`src/rtl/dacseq_pkg.sv`:
```
package dacseq_pkg;
  localparam int GAIN_W = 4;
  localparam int WORD_W = 4 + GAIN_W;

  // Fields retained after a write (layout of the lower word bits)
  typedef struct packed {
    logic              ilv;
    logic              xref;
    logic [GAIN_W-1:0] gain;
  } set_t;

  // Full control word as written by the controller
  typedef struct packed {
    logic halt;
    logic run;
    set_t set;
  } cw_t;

  typedef enum logic [1:0] {
    ST_OFF  = 2'd0,
    ST_STBY = 2'd1,
    ST_WAKE = 2'd2,
    ST_RUN  = 2'd3
  } st_t;

  localparam set_t SET_RESET = '{ilv: 1'b0, xref: 1'b0, gain: '0};
endpackage

```
`src/rtl/dacseq_word_reg.sv`:
```
module dacseq_word_reg
  import dacseq_pkg::*;
(
  input  logic clk,
  input  logic rst_n,
  input  logic wr,
  input  set_t din,
  output set_t q
);
  always_ff @(posedge clk) begin
    if (!rst_n)  q <= SET_RESET;
    else if (wr) q <= din;
  end
endmodule

```
`src/rtl/dacseq_wake_timer.sv`:
```
module dacseq_wake_timer #(
  parameter int WAKE_CYC = 495
) (
  input  logic clk,
  input  logic rst_n,
  input  logic load,
  output logic done
);
  localparam int CW = (WAKE_CYC < 2) ? 1 : $clog2(WAKE_CYC);
  localparam logic [CW-1:0] START = CW'(WAKE_CYC - 1);

  logic [CW-1:0] cnt;

  always_ff @(posedge clk) begin
    if (!rst_n)          cnt <= '0;
    else if (load)       cnt <= START;
    else if (cnt != '0)  cnt <= cnt - 1'b1;
  end

  assign done = (cnt == '0);
endmodule

```
`src/rtl/dacseq_mode_fsm.sv`:
```
module dacseq_mode_fsm
  import dacseq_pkg::*;
(
  input  logic clk,
  input  logic rst_n,
  input  logic wr,
  input  logic req_halt,
  input  logic req_run,
  input  logic tmr_done,
  output logic tmr_load,
  output st_t  st
);
  st_t st_nx;

  // A normal word starts (or restarts) the timer unless already running
  assign tmr_load = wr && !req_halt && req_run && (st != ST_RUN);

  always_comb begin
    st_nx = st;
    if (wr) begin
      if (req_halt)      st_nx = ST_OFF;
      else if (!req_run) st_nx = ST_STBY;
      else if (st != ST_RUN) st_nx = ST_WAKE;
    end else if (st == ST_WAKE && tmr_done) begin
      st_nx = ST_RUN;
    end
  end

  always_ff @(posedge clk) begin
    if (!rst_n) st <= ST_RUN;
    else        st <= st_nx;
  end
endmodule

```
`src/rtl/dacseq_top.sv`:
```
module dacseq_top
  import dacseq_pkg::*;
#(
  parameter int WAKE_CYC = 495
) (
  input  logic              clk,
  input  logic              rst_n,
  input  logic              cfg_wr,
  input  logic [WORD_W-1:0] cfg_word,
  output logic              pwr_down,
  output logic              standby,
  output logic              active,
  output logic              ilv_en,
  output logic              iref_en,
  output logic [GAIN_W-1:0] gain_code,
  output logic              ready
);
  cw_t  word_in;
  set_t set_q;
  st_t  st;
  logic tmr_load;
  logic tmr_done;

  assign word_in = cw_t'(cfg_word);

  dacseq_word_reg u_reg (
    .clk  (clk),
    .rst_n(rst_n),
    .wr   (cfg_wr),
    .din  (word_in.set),
    .q    (set_q)
  );

  dacseq_mode_fsm u_fsm (
    .clk     (clk),
    .rst_n   (rst_n),
    .wr      (cfg_wr),
    .req_halt(word_in.halt),
    .req_run (word_in.run),
    .tmr_done(tmr_done),
    .tmr_load(tmr_load),
    .st      (st)
  );

  dacseq_wake_timer #(.WAKE_CYC(WAKE_CYC)) u_tmr (
    .clk  (clk),
    .rst_n(rst_n),
    .load (tmr_load),
    .done (tmr_done)
  );

  assign pwr_down  = (st == ST_OFF);
  assign standby   = (st == ST_STBY);
  assign active    = (st == ST_RUN);
  assign ready     = (st == ST_RUN);
  assign ilv_en    = set_q.ilv;
  assign iref_en   = ~set_q.xref;
  assign gain_code = set_q.gain;
endmodule

```
`config.mk`:
```
export PLATFORM = sky130hd
export DESIGN_NAME = dacseq_top
export DESIGN_NICKNAME = d
export VERILOG_FILES = /design/src/rtl/dacseq_pkg.sv /design/src/rtl/dacseq_word_reg.sv /design/src/rtl/dacseq_wake_timer.sv /design/src/rtl/dacseq_mode_fsm.sv /design/src/rtl/dacseq_top.sv
export SDC_FILE = /design/constraint.sdc
export NUM_CORES = 1
export LEC_CHECK = 0
export BUFFER_PORTS_ARGS = -buffer_cell sky130_fd_sc_hd__buf_4
export CORE_MARGIN = 8
export CORE_UTILIZATION = 49
export CTS_CLUSTER_SIZE = 8
export DETAILED_ROUTE_END_ITERATION = 12
export GPL_TIMING_DRIVEN = 0
export PLACE_DENSITY = 0.75
export SETUP_SLACK_MARGIN = 0.5
export SLEW_MARGIN = 20
export SYNTH_ARGS = -nofsm -noshare
export SYNTH_HDL_FRONTEND = slang
export SYNTH_SLANG_ARGS = --single-unit
export TNS_END_PERCENT = 30
```
`constraint.sdc`:
```
create_clock -name clk -period 2.27 [get_ports clk]
set_input_delay 0.1135 -clock clk [delete_from_list [all_inputs] [get_ports clk]]
set_output_delay 0.1135 -clock clk [all_outputs]
set_load 0.05 [all_outputs]
```
==> results.yml, run 1 <==
finish:
  finish.net_count: 132
  antenna_cells: 0
  final_common_cell: "buf_4"
  nFillCells: 124
  fin_cells: 135
  final_layout_size_suffix_gt1_share_pct: 41.18
  final_cell_mix: "buf_4 (33), dfxtp_1 (15), nor2_1 (10)"
  syn2layout_area_growth_pct: 34.75
critical_path:
  critPathArrivalTime_ns: 2.15
  cp_max_fo: 3
  critPathCaptureType: "register"
  path_cells: "inv_2 -> ha_4 -> or4b_4 -> nor4b_4 -> buf_4 -> mux2_4 -> a21oi_2"
  crit_type: "register to register"
  endpoint: "u_tmr.cnt[1]$_SDFFE_PN0P_"
  r2r_end: "u_tmr.cnt[1]$_SDFFE_PN0P_"
  r2r_cells: 7
  slowest_delay_ns: 0.48
  reg2reg_from: "u_tmr.cnt[0]$_SDFFE_PP0P_"
  startpoint_type: "register"
  worstPathRequired_ns: 2.50
  critPathLaunch: "u_tmr.cnt[0]$_SDFFE_PP0P_"
  cp_slowest_cell: "or4b_4"
  regToRegSetupSlack_ns: 0.34
clocking:
  clock-sinks: 17
  holdBufCountCts: 0
  clockBufferDepth: 2
  clock_latency_ns: 0.29
  cts_tree: "built"
  clkSlewWorstSetupHoldPaths_ns: 0.11
  numCtsBuffers: 3
  cts_max_level: 1
  root_buffer: "clkbuf_4"
yosys:
  syn_inst: 87
  syn_nets: 99
  synth_adder_area_share_pct: 1.572
  yosysWarnings: 0
  yosys.area_share.simple_pct: 21.86
  avgSynthCellArea_sq_um: 9.147
  seq_area_frac_synth_pct: 42.77
  synth_top_family_by_area: "simple AND/OR/NAND/NOR gates"
  ys_seq_elements: 17
  synthesis.area_sq_um: 795.8
  synth_cell_types: 29
  synth_mux_area_share_pct: 9.434
  synth_compound_area_share_pct: 14.31
  synthXorXnorAreaFrac_pct: 1.101
sta:
  setup_viol: 0
  drv_slew: 0
  worst_pin_slew_ns: 0.5493
  finalSetupTns_ns: 0
  min_period_ns: 1.927
  hold_viol_final: 0
  relSlewSlack_pct: 63.38
  fin_crit_sh_pct: 84.91
  rsz0062_at_grt: "yes"
  clock.fmax_ghz: 0.5188
  finClkSkew_ns: 0.003894
floorplan:
  pin_count: 21
  dieArea_sq_mm: 0.003170
  fp.dieW_um: 56.30
  row_count: 14
  core-area_sq_mm: 0.001524
  die_h_um: 56.30
  initial_core_util_pct: 52.22
detailed_routing:
  ant_nets: 0
  drt_wl_total_um: 1967
  drc_errors: 0
  avgViaCountPerCell: 5.667
  num_vias: 765
  detail_route.wl_per_cell_um: 14.57
  drt_iter0_markers: 17
  drt_pass1_iterations: 4
grt:
  grt_max_degree: 11
  antenna_found_initial: 0
  grt_pass1_vias: 756
  grt_usage_pct: 12.81
  grt_overflow_total: 0
  grt_first_pass_wirelength_um: 3408
hold_path:
  hold_path.class: "primary input to register"
outcome:
  status: "completed"
place:
  place.gp.congestion: 0.7380
  dp_cells: 122
  hpwlAfterDp_um: 1236
  io_buffers: 19
power_and_ir_drop:
  cellPowerDensity_mw_per_mm2: 1232
  p_leak_nw: 0.4981
  irDropWorstVdd_mv: 0.7386
flow_run:
  cap_violations: 0
==> cell type report <==
class,count,area (sq um),share of cell area (%)
tap,16,20.02,1.867
clock inverter,1,5.005,0.4667
timing repair buffer,28,210.2,19.60
buffer,7,45.04,4.201
clock buffer,3,22.52,2.100
inverter,7,26.28,2.450
sequential,17,342.8,31.97
multi-input combinational,56,400.4,37.34
==> state kept, by name, indices dropped and copies added, names as in the netlist <==
register,count
u_reg.q,6
u_tmr.cnt,9
u_fsm.st,2
==> repair_timing <==
action,in CTS,in global routing
pin swaps,3,1
setup endpoints to repair,8,9
buffers inserted,7,2
gates resized for setup,2,1
==> synth_stat cells (all sizes together) <==
| cell type | instances | share of area, % |
|---|---|---|
| a21boi | 1 | 0.94 |
| a21oi | 4 | 2.5 |
| a221o | 1 | 1.3 |
| a31oi | 3 | 2.4 |
| and2 | 1 | 0.79 |
| buf | 5 | 4.7 |
| clkbuf | 2 | 0.94 |
| dfxtp | 17 | 43 |
| ha | 1 | 1.6 |
| inv | 7 | 3.3 |
| mux2 | 1 | 1.9 |
| mux2i | 6 | 7.5 |
| nand2 | 5 | 2.4 |
| nand4 | 1 | 0.79 |
| nor2 | 10 | 4.7 |
| nor2b | 2 | 1.6 |
| nor3 | 1 | 0.63 |
| nor4 | 1 | 0.79 |
| nor4b | 1 | 3.0 |
| o21a | 2 | 1.9 |
| o21ai | 5 | 3.1 |
| o221ai | 1 | 1.1 |
| o41ai | 1 | 1.1 |
| or3 | 4 | 3.5 |
| or4 | 2 | 2.0 |
| or4b | 1 | 1.7 |
| xnor2 | 1 | 1.1 |
==> report_power, final <==
group	internal, W	switching (W)
Combinational	0.000377	0.000320
Clock	0.0000654	0.0000985
Sequential	0.000375	0.0000851
Total	0.000817	0.000503
==> worst min path at each step <==
stage,start,end,slack (ns),cells after the start
after floorplan,rst_n,u_fsm.st[0]$_SDFFE_PN1P_,0.19,1
after global placement,rst_n,u_fsm.st[0]$_SDFFE_PN1P_,0.34,2
after detailed placement,rst_n,u_fsm.st[0]$_SDFFE_PN1P_,0.35,2
after CTS,rst_n,u_fsm.st[0]$_SDFFE_PN1P_,0.04,2
after global routing,cfg_word[6],u_fsm.st[1]$_SDFFE_PN1P_,0.05,2
final,rst_n,u_fsm.st[0]$_SDFFE_PN1P_,0.05,2
==> layer usage <==
metal / track usage, % / wire (um)
met5: 0 / 0
met3: 4.045 / 135
met2: 22.50 / 1039
met1: 13.75 / 777
met4: 5.155 / 14
==> logic make-up after synthesis <==
kind of cell	Yosys count
AND/OR/NAND/NOR	29
AO/OA/AOI/OAI	18
flip-flops	17
buffers and inverters	14
multiplexers	7
XOR/XNOR	1
adder cells (fa/ha/maj)	1
==> per-stage QoR <==
step | hold WS (ns) | worst slack, ns | utilization (%) | power (W) | area, sq um
floorplan | 0.1921 | 0.3351 | - | 0.0008782 | 812.0
global placement | 0.3406 | 0.1629 | 63.96 | 0.0009688 | 974.7
detailed placement | 0.3467 | 0.1455 | 63.96 | 0.0009906 | 974.7
CTS | 0.04435 | 0.3934 | 69.29 | 0.001260 | 1056
global route | 0.05023 | 0.2704 | 70.36 | 0.001412 | 1072
finish | 0.04748 | 0.3425 | 70.36 | 0.001321 | 1072
==> worst max-delay path: cells and delay by family, from the launching register on <==
kind	cells	cell delay, ns
and+or+nand+nor	2	0.74
DFF	1	0.34
muxes	1	0.30
buffers and inverters	2	0.25
adders and majority gates	1	0.13
AOI/OAI and AO/OA	1	0.11
Note: power is estimated with default switching activity, not from simulation.
==> run 2: changes to the inputs <==
- CORE_UTILIZATION: 49 -> 45
- PLACE_DENSITY: 0.75 -> 0.73
- clock period: 2.27 -> 1.7 ns (I/O delays scaled with it)
==> results.yml, run 2 (synthesis results as in run 1) <==
critical_path:
  r2r_end: "u_tmr.cnt[1]$_SDFFE_PN0P_"
  startpoint_type: "register"
  endpoint: "u_tmr.cnt[1]$_SDFFE_PN0P_"
  crit_buf_inv: 2
  cp_slowest_cell: "or4b_4"
  crit_type: "register to register"
  path_cells: "inv_2 -> ha_4 -> or4b_4 -> nor4b_4 -> buf_4 -> mux2_4 -> a21oi_2"
  slowest_delay_ns: 0.47
  r2r_cells: 7
  critPathLaunch: "u_tmr.cnt[0]$_SDFFE_PP0P_"
  reg2reg_from: "u_tmr.cnt[0]$_SDFFE_PP0P_"
  critPathCaptureType: "register"
  cp_num_cells: 7
  worstPathRequired_ns: 1.93
  cp_top_family: "simple AND/OR/NAND/NOR gates"
  cp_max_fo: 3
  critPathArrivalTime_ns: 2.17
  regToRegSetupSlack_ns: -0.24
grt:
  grt_first_pass_wirelength_um: 2670
  grt_max_degree: 11
  antenna_found_initial: 0
  grt_pass1_vias: 614
  grt_usage_pct: 9.887
  grt_overflow_total: 0
finish:
  largest_reg_flops: 9
  final_layout_size_suffix_gt1_share_pct: 42.02
  syn2layout_area_growth_pct: 36.01
  finish.net_count: 132
  fin_util_pct: 64.07
  top_register: "u_tmr.cnt"
  reg.largest.list: "u_tmr.cnt: 9 flops, u_reg.q: 6 flops, u_fsm.st: 2 flops"
  final_common_cell: "buf_4"
  final_cell_mix: "buf_4 (31), dfxtp_1 (14), nor2_1 (10)"
  antenna_cells: 0
clocking:
  clockBufferDepth: 2
  cts_max_level: 1
  clock_latency_ns: 0.29
  root_buffer: "clkbuf_4"
  clkSlewWorstSetupHoldPaths_ns: 0.10
  clock-sinks: 17
  cts_tree: "built"
  numCtsBuffers: 3
floorplan:
  die_h_um: 58.05
  dieArea_sq_mm: 0.003370
  fp.dieW_um: 58.05
  pin_count: 21
  core-area_sq_mm: 0.001689
  initial_core_util_pct: 47.11
  row_count: 15
detailed_routing:
  drc_errors: 0
  avgViaCountPerCell: 5.265
  drt_pass1_iterations: 4
  ant_nets: 0
  num_vias: 716
  drt_wl_total_um: 1777
  drt_iter0_markers: 15
  detail_route.wl_per_cell_um: 13.07
outcome:
  violations: "negative setup slack"
  status: "finished, violations left"
sta:
  hold_viol_final: 0
  rsz0062_at_grt: "yes"
  setup_slack_ns: -0.2394
  relSlewSlack_pct: 63.66
  finClkSkew_ns: 0.006411
  clock.fmax_ghz: 0.5156
  min_period_ns: 1.939
  finalSetupTns_ns: -1.443
  worst_pin_slew_ns: 0.5451
  fin_crit_sh_pct: 114.1
  setup_viol: 10
  drv_slew: 0
power_and_ir_drop:
  finalPower_w: 0.001764
  irDropWorstVdd_mv: 1.048
  cellPowerDensity_mw_per_mm2: 1630
  p_leak_nw: 0.4996
place:
  io_buffers: 19
  place.gp.congestion: 0.7325
  hpwlAfterDp_um: 1186
hold_path:
  hold_depth: 2
  hold_path.class: "primary input to register"
flow_run:
  cap_violations: 0
run 2: cell counts in the layout (fill, tap and decap cells not counted):
No cell type changed its count.
run 2: repair_timing:
| action | CTS | global route |
|---|---|---|
| pin swaps | 6 | 5 |
| hold endpoints to repair | 0 | 0 |
| gates resized for setup | 4 | 2 |
| endpoints found under the setup margin | 11 | 11 |
| hold buffers | 0 | 0 |
| setup buffers | 6 | 3 |
run 2: area by class of cell:
type	instances	area, sq um
plain buffers	7	45.04
clock buffers	3	22.52
clock inverters	1	5.005
fillers	147	606.8
inverters	7	26.28
multi-input cells	56	400.4
flip-flops and latches	17	344.1
well taps	17	21.27
repair buffers	28	217.7
run 2: layer usage:
metal  global-route usage (%)  wire length, um  vias up
met4                    5.245               41        0
met3                    3.974              146        4
met2                    15.92              820       26
met1                    10.87              769      320
li1                         -                -      366
met5                        0                0        -
run 2: report_power, final:
group	internal [W]	leakage [nW]	switching [W]	total [W]
combinational	0.000535	0.341	0.000409	0.000944
sequential	0.000501	0.141	0.000104	0.000605
clock	0.0000875	0.0177	0.000128	0.000215
run 2: worst min path at each step:
stage	slack (ns)	endpoint	startpoint
6_report	0.02	u_fsm.st[0]$_SDFFE_PN1P_	rst_n
2_1_floorplan	0.16	u_fsm.st[0]$_SDFFE_PN1P_	rst_n
3_3_place_gp	0.31	u_fsm.st[0]$_SDFFE_PN1P_	rst_n
3_5_place_dp	0.32	u_fsm.st[1]$_SDFFE_PN1P_	cfg_word[6]
5_1_grt	0.006	u_fsm.st[0]$_SDFFE_PN1P_	rst_n
4_1_cts	0.01	u_fsm.st[1]$_SDFFE_PN1P_	cfg_word[6]
run 2: per-stage QoR:
step	setup slack [ns]	cell area, sq um	hold WS, ns	instances
floorplan	-0.2349	812.0	0.1636	87
global placement	-0.4085	975.9	0.3131	123
detailed placement	-0.4323	975.9	0.3170	123
CTS	-0.1886	1052	0.01486	133
global route	-0.3133	1082	0.006189	136
finish	-0.2394	1082	0.01865	136
==> run 3: changes to the inputs <==
- ABC_AREA: default -> 1
- CORE_MARGIN: 8 -> 2
- CORE_UTILIZATION: 45 -> 46
==> results.yml, run 3 <==
clocking:
  numCtsBuffers: 3
  holdBufCountCts: 0
  clock-sinks: 17
  clkSlewWorstSetupHoldPaths_ns: 0.10
  clockBufferDepth: 2
  cts_max_level: 1
  clock_latency_ns: 0.29
  cts_tree: "built"
  root_buffer: "clkbuf_4"
floorplan:
  dieArea_sq_mm: 0.002248
  fp.dieW_um: 47.42
  initial_core_util_pct: 49.68
  core-area_sq_mm: 0.001745
  row_count: 15
  die_h_um: 47.42
  pin_count: 21
sta:
  finalSetupTns_ns: 0
  fin_crit_sh_pct: 72.22
  drv_slew: 0
  hold_viol_final: 0
  min_period_ns: 1.228
  finClkSkew_ns: 0.0007356
  setup_viol: 0
  relSlewSlack_pct: 83.28
  clock.fmax_ghz: 0.8145
  rsz0062_at_grt: "yes"
  worst_pin_slew_ns: 0.2501
critical_path:
  reg2reg_from: "u_tmr.cnt[0]$_SDFFE_PP0P_"
  critPathArrivalTime_ns: 1.46
  worstPathRequired_ns: 1.93
  crit_type: "register to register"
  startpoint_type: "register"
  critPathCaptureType: "register"
  critPathLaunch: "u_tmr.cnt[0]$_SDFFE_PP0P_"
  cp_max_fo: 3
finish:
  final_cell_mix: "buf_4 (27), nor2_1 (20), nand2_1 (19)"
  finalInstanceArea_sq_mm: 0.001152
  top_register: "u_tmr.cnt"
  final_common_cell: "buf_4"
  syn2layout_area_growth_pct: 32.90
  finish.net_count: 165
  final_layout_size_suffix_gt1_share_pct: 35.53
  antenna_cells: 0
  largest_reg_flops: 9
  reg.largest.list: "u_tmr.cnt: 9 flops, u_reg.q: 6 flops, u_fsm.st: 2 flops"
yosys:
  synth_area_leaders: "dfxtp_1 (39%), nand2_1 (8.7%), nor2_1 (8.7%)"
  yosysWarnings: 0
  syn_nets: 135
  synthesis.area_sq_um: 867.1
  ys_seq_elements: 17
  avgSynthCellArea_sq_um: 7.049
  syn_inst: 123
  synth_cell_types: 23
  synth_top_cell_area_share_pct: 39.25
  synth-edff-count: 0
  synth_ff_type: "dfxtp_1"
  async_flop_share_pct: 0
  synth_top_area_cell: "dfxtp_1"
  synth_common_cells: "nand2_1 (20), nor2_1 (20), dfxtp_1 (17)"
  seq_area_frac_synth_pct: 39.25
detailed_routing:
  drt_iter0_markers: 18
  drc_errors: 0
  detail_route.wl_per_cell_um: 11.18
  drt_wl_total_um: 1978
  ant_nets: 0
  drt_pass1_iterations: 5
  avgViaCountPerCell: 4.938
  num_vias: 874
place:
  hpwlAfterDp_um: 1374
  place.gp.congestion: 0.8063
  io_buffers: 19
  placed_cell_area_sq_mm: 0.001045
power_and_ir_drop:
  p_comb_share_pct: 56.5
  intPower_w: 0.001052
  irDropWorstVdd_mv: 0.7440
  switching_share_pct: 45.07
  finalPower_w: 0.001914
  clockPowerShare_pct: 11.3
  power.switching_w: 0.0008628
  cellPowerDensity_mw_per_mm2: 1661
  seqPwrFrac_pct: 32.2
  p_leak_nw: 0.5691
outcome:
  status: "completed"
grt:
  grt_max_degree: 11
  grt_overflow_total: 0
  grt_usage_pct: 19.50
  antenna_found_initial: 0
  grt_first_pass_wirelength_um: 3063
  grt_pass1_vias: 760
flow_run:
  cap_violations: 0
hold_path:
  min-delay-start: "cfg_word[3]"
  hold_path.class: "primary input to register"
==> run 3: cell types whose count changed in the layout (fill, tap and decap cells not counted), sizes merged, moves of 5 or more <==
cell	previous run	this run
a21oi	4	9
inv	7	16
nor2	10	22
nand3	0	13
mux2i	6	0
nand2	5	22
==> run 3: cell type report <==
| cell class | instances | area [sq um] |
|---|---|---|
| inverter | 18 | 72.57 |
| buffer | 7 | 50.05 |
| fill | 155 | 593.1 |
| clock inverter | 1 | 5.005 |
| clock buffer | 3 | 22.52 |
| multi-input combinational | 82 | 437.9 |
| sequential | 17 | 345.3 |
| tap | 25 | 31.28 |
| timing repair buffer | 24 | 187.7 |
==> run 3: worst paths after layout <==
| path | endpoint | slack [ns] | cells after the start |
|---|---|---|---|
| max reg2reg | u_tmr.cnt[6]$_SDFFE_PN0P_ | 0.47 | 9 |
| min reg2reg | u_reg.q[4]$_SDFFE_PN0P_ | 0.47 | 2 |
| min | u_reg.q[3]$_SDFFE_PN0P_ | 0.01 | 3 |
| max | u_tmr.cnt[6]$_SDFFE_PN0P_ | 0.47 | 9 |
==> run 3: per-layer routing <==
layer	share of wire [%]	GRT usage, %	up-vias	wire length (um)
met1	43	23.65	386	845
met5	0	0	-	0
met3	4.8	2.264	3	94
li1	-	-	451	-
met4	1.1	10.00	0	21
met2	51	33.78	34	1017
==> run 3: cell families (layout without fill, tap and decap cells) <==
logic type / after synthesis / count (layout) / share of synthesized area [%]
and+or+nand+nor: 59 / 60 / 32.03
xor gates and xnor gates: 1 / 1 / 1.010
AOI/OAI and AO/OA: 20 / 20 / 12.55
adders and majority gates: 1 / 1 / 1.443
buffers and inverters: 25 / 53 / 13.71
DFF: 17 / 17 / 39.25
==> run 3: critical path, cell delays in order, from the launching register on <==
cell and delay [ns]:
dfxtp_2 0.34, inv_2 0.08, ha_4 0.14, nand2_4 0.05
nor2_4 0.15, buf_6 0.13, nand2_1 0.04, nand2_1 0.06
nand3_1 0.06, a21oi_1 0.11
==> run 3: power by group through the flow <==
stage / combinational, W / sequential [W] / clock [W]
5_1_grt: 0.00120 / 0.000629 / 0.000235
3_5_place_dp: 0.000869 / 0.000614 / 0
6_report: 0.00108 / 0.000616 / 0.000216
4_1_cts: 0.00104 / 0.000608 / 0.000224
3_3_place_gp: 0.000856 / 0.000609 / 0
2_1_floorplan: 0.000710 / 0.000597 / 0
==> run 3: timing repair <==
action	CTS	global route
pin swaps	3	2
setup endpoints to repair	11	10
resized for setup	11	1
buffers inserted	5	0
gates cloned	1	0
==> run 3: per-stage QoR <==
step	hold slack (ns)	cells	util (%)	setup WS, ns
detailed placement	0.3142	167	59.86	0.3394
floorplan	0.2199	123	-	0.4808
finish	0.01015	177	66.02	0.4723
CTS	0.003705	177	65.73	0.4807
global placement	0.3066	167	59.86	0.3519
global route	0.01154	177	66.02	0.4027
